$ cat src/rtl/rtc_spi_regif.sv
module rtc_spi_regif #(
  parameter int          SYNC_STAGES = 2,
  parameter int          NUM_TIME    = 7,
  parameter logic [7:0]  CTL1_RESET  = 8'h00,
  parameter logic [7:0]  CTL2_RESET  = 8'h10
) (
  input  logic                    clk,
  input  logic                    rst_n,
  input  logic                    spi_sclk,
  input  logic                    spi_cs,
  input  logic                    spi_mosi,
  output logic                    spi_miso,
  input  logic [NUM_TIME*8-1:0]   time_in,
  input  logic                    osc_stop_set,
  input  logic                    low_volt_set,
  output logic                    tm_we,
  output logic [2:0]              tm_waddr,
  output logic [7:0]              tm_wdata,
  output logic [7:0]              ctl1_q,
  output logic [7:0]              ctl2_q
);
  localparam logic [7:0] FLAG_MASK = 8'h50;
  localparam logic [3:0] CTL1_ADDR = 4'd14;
  localparam logic [3:0] CTL2_ADDR = 4'd15;
  localparam logic [3:0] TIME_LAST = 4'(NUM_TIME - 1);

  logic [SYNC_STAGES:0]   sclk_p;
  logic [SYNC_STAGES-1:0] cs_p, mosi_p;

  always_ff @(posedge clk or negedge rst_n)
    if (!rst_n) begin
      sclk_p <= '0;
      cs_p   <= '0;
      mosi_p <= '0;
    end else begin
      sclk_p <= {sclk_p[SYNC_STAGES-1:0], spi_sclk};
      cs_p   <= {cs_p[SYNC_STAGES-2:0], spi_cs};
      mosi_p <= {mosi_p[SYNC_STAGES-2:0], spi_mosi};
    end

  wire sclk_rise = sclk_p[SYNC_STAGES-1] & ~sclk_p[SYNC_STAGES];
  wire sclk_fall = ~sclk_p[SYNC_STAGES-1] & sclk_p[SYNC_STAGES];
  wire cs_on     = cs_p[SYNC_STAGES-1];
  wire mosi_s    = mosi_p[SYNC_STAGES-1];

  logic [2:0]            bit_cnt;
  logic [6:0]            rx_sh;
  logic [7:0]            tx_sh;
  logic                  have_cmd, is_read, is_single, used;
  logic [3:0]            addr;
  logic [NUM_TIME*8-1:0] shadow;

  wire [7:0] rx_byte   = {rx_sh, mosi_s};
  wire       byte_done = cs_on & sclk_fall & (bit_cnt == 3'd7);

  function automatic logic [7:0] rd_val(input logic [3:0] a, input logic [NUM_TIME*8-1:0] src,
                                        input logic [7:0] c1, input logic [7:0] c2);
    logic [7:0] v;
    if (a <= TIME_LAST) v = src[a*8 +: 8];
    else if (a == CTL1_ADDR) v = c1;
    else if (a == CTL2_ADDR) v = c2;
    else v = 8'h00;
    if (a == 4'd0) v[7] = 1'b0;
    return v;
  endfunction

  wire commit   = byte_done & have_cmd & ~is_read & ~(is_single & used);
  wire wr_time  = commit & (addr <= TIME_LAST);
  wire wr_ctl1  = commit & (addr == CTL1_ADDR);
  wire wr_ctl2  = commit & (addr == CTL2_ADDR);

  always_ff @(posedge clk or negedge rst_n)
    if (!rst_n) begin
      bit_cnt   <= '0;
      rx_sh     <= '0;
      tx_sh     <= '0;
      spi_miso  <= 1'b0;
      have_cmd  <= 1'b0;
      is_read   <= 1'b0;
      is_single <= 1'b0;
      used      <= 1'b0;
      addr      <= '0;
      shadow    <= '0;
    end else if (!cs_on) begin
      bit_cnt  <= '0;
      tx_sh    <= '0;
      spi_miso <= 1'b0;
      have_cmd <= 1'b0;
      used     <= 1'b0;
    end else begin
      if (sclk_rise) begin
        spi_miso <= tx_sh[7];
        tx_sh    <= {tx_sh[6:0], 1'b0};
      end
      if (sclk_fall) begin
        bit_cnt <= bit_cnt + 3'd1;
        rx_sh   <= {rx_sh[5:0], mosi_s};
      end
      if (byte_done) begin
        if (!have_cmd) begin
          have_cmd  <= 1'b1;
          is_single <= rx_byte[3];
          is_read   <= rx_byte[2];
          used      <= rx_byte[2] & rx_byte[3];
          if (rx_byte[2]) begin
            tx_sh <= rd_val(rx_byte[7:4], time_in, ctl1_q, ctl2_q);
            if (!rx_byte[3]) begin
              shadow <= time_in;
              addr   <= rx_byte[7:4] + 4'd1;
            end else begin
              addr   <= rx_byte[7:4];
            end
          end else begin
            addr <= rx_byte[7:4];
          end
        end else if (is_read) begin
          if (is_single) tx_sh <= 8'h00;
          else begin
            tx_sh <= rd_val(addr, shadow, ctl1_q, ctl2_q);
            addr  <= addr + 4'd1;
          end
        end else begin
          if (commit) used <= 1'b1;
          if (!is_single) addr <= addr + 4'd1;
        end
      end
    end

  always_ff @(posedge clk or negedge rst_n)
    if (!rst_n) begin
      tm_we    <= 1'b0;
      tm_waddr <= '0;
      tm_wdata <= '0;
      ctl1_q   <= CTL1_RESET;
      ctl2_q   <= CTL2_RESET;
    end else begin
      tm_we <= wr_time;
      if (wr_time) begin
        tm_waddr <= addr[2:0];
        tm_wdata <= rx_byte;
      end
      if (wr_ctl1) ctl1_q <= rx_byte;
      ctl2_q <= (wr_ctl2 ? ((rx_byte & ~FLAG_MASK) | (ctl2_q & rx_byte & FLAG_MASK)) : ctl2_q)
              | {1'b0, low_volt_set, 1'b0, osc_stop_set, 4'b0000};
    end
endmodule

$ cat config.mk
export PLATFORM = sky130hd
export DESIGN_NAME = rtc_spi_regif
export DESIGN_NICKNAME = d
export VERILOG_FILES = /design/src/rtl/rtc_spi_regif.sv
export SDC_FILE = /design/constraint.sdc
export NUM_CORES = 1
export LEC_CHECK = 0
export BUFFER_PORTS_ARGS = -buffer_cell sky130_fd_sc_hd__buf_2
export CORE_ASPECT_RATIO = 1.25
export CORE_MARGIN = 1
export CORE_UTILIZATION = 60
export CTS_BUF_LIST = sky130_fd_sc_hd__clkbuf_2 sky130_fd_sc_hd__clkbuf_4 sky130_fd_sc_hd__clkbuf_8
export DETAILED_ROUTE_END_ITERATION = 8
export HOLD_SLACK_MARGIN = 0.03
export PLACE_DENSITY = 0.87
export SYNTH_ARGS = -nofsm -noshare
export SYNTH_HDL_FRONTEND = slang
export SYNTH_SLANG_ARGS = --single-unit
$ cat constraint.sdc
create_clock -name clk -period 4.3 [get_ports clk]
set_input_delay 0.86 -clock clk [delete_from_list [all_inputs] [get_ports clk]]
set_output_delay 0.86 -clock clk [all_outputs]
set_load 0.03 [all_outputs]
==> results.md <==
- Status: finished clean
- Sequential cell area: 2954 um^2
- Multi-input logic area: 3088 um^2
- Fin cells: 771
- N_diodes: 0
- Ports: 92
- Worst hold path class: reg2reg
- Port-buffer cells: 91
- Crit. End Element: flop
- Initial DRC count: 432
- Worst skew pair latency: 0.45 ns
- DIE HEIGHT: 116.8 um
- RSZ-0062 raised after global routing: false
- Via count: 4922
- Leak: 3.346 nW
- Clk buf depth: 2
- CP top delay family: flip-flops
- Cts hold-fix bufs: 0
- Layout Utilization: 70.63%
- Hold path start: sclk_p[0]$_DFF_PN0_
- Syn Area/Cell: 11.39 um^2
- Yosys warns: 0
- Synthesized net count: 626
- Htree depth: 4
- Synth top area share: 46.30%
- Largest family of logic cells by synthesized area: multiplexers
- WP data required: 4.64 ns
- Worst-Margin Slew: 1.069 ns
- Worst-path clk slew: 0.07 ns
- Yosys reg bits: 118
- Initial Util: 62.26%
- Pwr/cell area: 381.8 nW/um^2
- Library cells used by synthesis: 56
- Die ar.: 10960 um^2
- Startpoint types: flop
- Top FF cell, synth: dfrtp_1
- WL/cell: 20.93 um
- Post-CTS setup repair buffer count: 0
- Vias per cell: 6.384
- Slowest-stage cell, CP: dfrtp_1
- Antenna Nets Post-Route: 0
- Mapped Area: 6324 um^2
- Final Hold Vio Count: 0
- Worst R2R Start: addr[0]$_DFFE_PN0P_
- Layout Skew: 0.008370 ns
- Post-cts gate resize count: 0
- Share of cells above drive strength 1: 36.60%
- Multiplexer area fraction after synthesis: 23.55%
- CP arrival: 3.08 ns
- Setup TNS: 0 ns
- Vias in the first global route: 5108
- Net count, final: 701
- Die width: 93.82 um
- Simple-gate share of the synthesized area: 9.972%
- Total gr overflow: 0
- Rows: 41
- CP max stage delay: 0.80 ns
- Share of flip-flops with an asynchronous set or reset: 100.0%
- EDFF count, synth: 0
- Initial antenna violation count: 0
- Drt pass-1 iters: 5
- Xor and xnor fraction of the mapped netlist area: 0.5540%
- Post-route DRC: 0
- Count of final setup violators: 0
- Crit share post-route: 63.75%
- Synthesis-to-finish area growth: 13.45%
- Crit-path max FO: 14
- F_max: 364.8 MHz
- Area contributors post-synth: dfrtp_1, mux2_2, mux4_2
- Kind of critical path: reg2reg
- Core outline area: 10160 um^2
- Cell with the most instances after synthesis: dfrtp_1
- Max-Cap Viols: 0
- Worst path cell trace: inv_1 -> ha_1 -> nor4bb_1 -> nand3_1 -> o211ai_1 -> o22ai_1 -> a211oi_1
- Sequential area share after synthesis: 46.72%
- Worst Path Buf+Inv: 1
- Yosys top cell by area: dfrtp_1
- Final Total Pwr: 2.739 mW
- Sink Count: 118
- Global placement routability congestion: 0.9690
- Clock Tree Root: clkbuf_8
- Post-synthesis compound-gate area fraction: 13.08%
- Largest net degree at the start of global routing: 67
- CTS tree: yes
- Slew headroom: 28.55%
- Min Tclk post-route: 2.741 ns
- Critical Path Source: addr[0]$_DFFE_PN0P_
- DPL Wire Length: 11.24 mm
- Number of fill cells: 776
- Hold slack: 0.3527 ns
- Most frequent cells after synthesis: dfrtp_1, mux2_2, nand2_1, o21ai_0, a21oi_1
- First-pass GRT wire length: 25.81 mm
- Worst vdd ir: 0.0002495 V
- Final wirelength: 16.14 mm
- Total global-route track usage: 31.85%
- Num CTS Buffers: 17
- Cells after DPL: 740
- Post-synthesis cell count: 555
- Fin. max-slew vios: 0
- Post-Synth Adder-Cell Area: 1.583%
==> logic make-up after synthesis <==
kind of cell | Yosys count
AO/OA/AOI/OAI | 126
multiplexers | 120
AND/OR/NAND/NOR | 125
XOR/XNOR | 4
adder cells (fa/ha/maj) | 8
buffers and inverters | 54
flip-flops | 118
==> worst paths after layout <==
check                           cells past startpoint                     end  slack, ns
worst max-delay path                                7      tx_sh[4]$_DFF_PN0_       1.56
min in group asynchronous                           1    spi_miso$_DFFE_PN0P_       0.44
max in group asynchronous                           2  shadow[36]$_DFFE_PN0P_       3.07
worst min register to register                      0     sclk_p[1]$_DFF_PN0_       0.35
worst max register to register                      7      tx_sh[4]$_DFF_PN0_       1.56
worst min-delay path                                0     sclk_p[1]$_DFF_PN0_       0.35
==> power by group <==
part | leakage, nW | total [mW] | switching (mW) | internal, mW
logic | 1.54 | 0.510 | 0.311 | 0.199
clock network | 0.189 | 1.03 | 0.472 | 0.563
registers | 1.61 | 1.19 | 0.0614 | 1.13
total | 3.35 | 2.74 | 0.844 | 1.89
==> layer usage <==
layer | up-vias | GRT usage (%) | wire [um]
li1 | 2188 | - | -
met1 | 2416 | 38.29 | 6450
met2 | 260 | 52.70 | 7926
met3 | 58 | 6.783 | 1059
met4 | 0 | 19.59 | 700
met5 | - | 0 | 0
==> flip-flops by register name, summed over array words and instances (netlist names), 3 cells and up <==
| signal | flops |
|---|---|
| shadow | 56 |
| sclk_p | 3 |
| addr | 4 |
| ctl2_q | 8 |
| rx_sh | 7 |
| bit_cnt | 3 |
| tx_sh | 8 |
| tm_waddr | 3 |
| ctl1_q | 8 |
| tm_wdata | 8 |
==> through the flow <==
stage               cell area (um^2)  worst slack (ns)
floorplan                       6324             2.167
global placement                6779             1.730
detailed placement              6779             1.655
CTS                             7174             1.635
global route                    7174             1.396
finish                          7174             1.559
==> area by class of cell <==
type / instances / share of cell area, %
clock buffers: 17 / 3.261
clock inverters: 14 / 2.250
inverters: 10 / 0.5232
multi-input cells: 383 / 43.04
flip-flops and latches: 118 / 41.18
well taps: 129 / 2.250
repair buffers: 100 / 7.499
==> cell usage in the layout (no fill, tap or decap), types with 4 or more instances in the layout <==
master and n:
buf_2 90, o211ai_1 14, inv_1 9, and2_1 5
nand3_1 14, clkinv_2 5, a22oi_1 11, nor2_1 13
a21o_1 6, o221ai_1 6, a21oi_1 26, ha_1 8
buf_4 9, nand2_1 52, o21ai_0 28, clkinvlp_4 5
o22ai_1 9, mux2i_1 25, dfrtp_1 117, nand2b_1 7
mux2_2 78, a31oi_1 5, mux4_2 14, clkbuf_8 17
xnor2_1 4, nor2b_1 14
No activity file was read; power rests on OpenSTA's default activity.
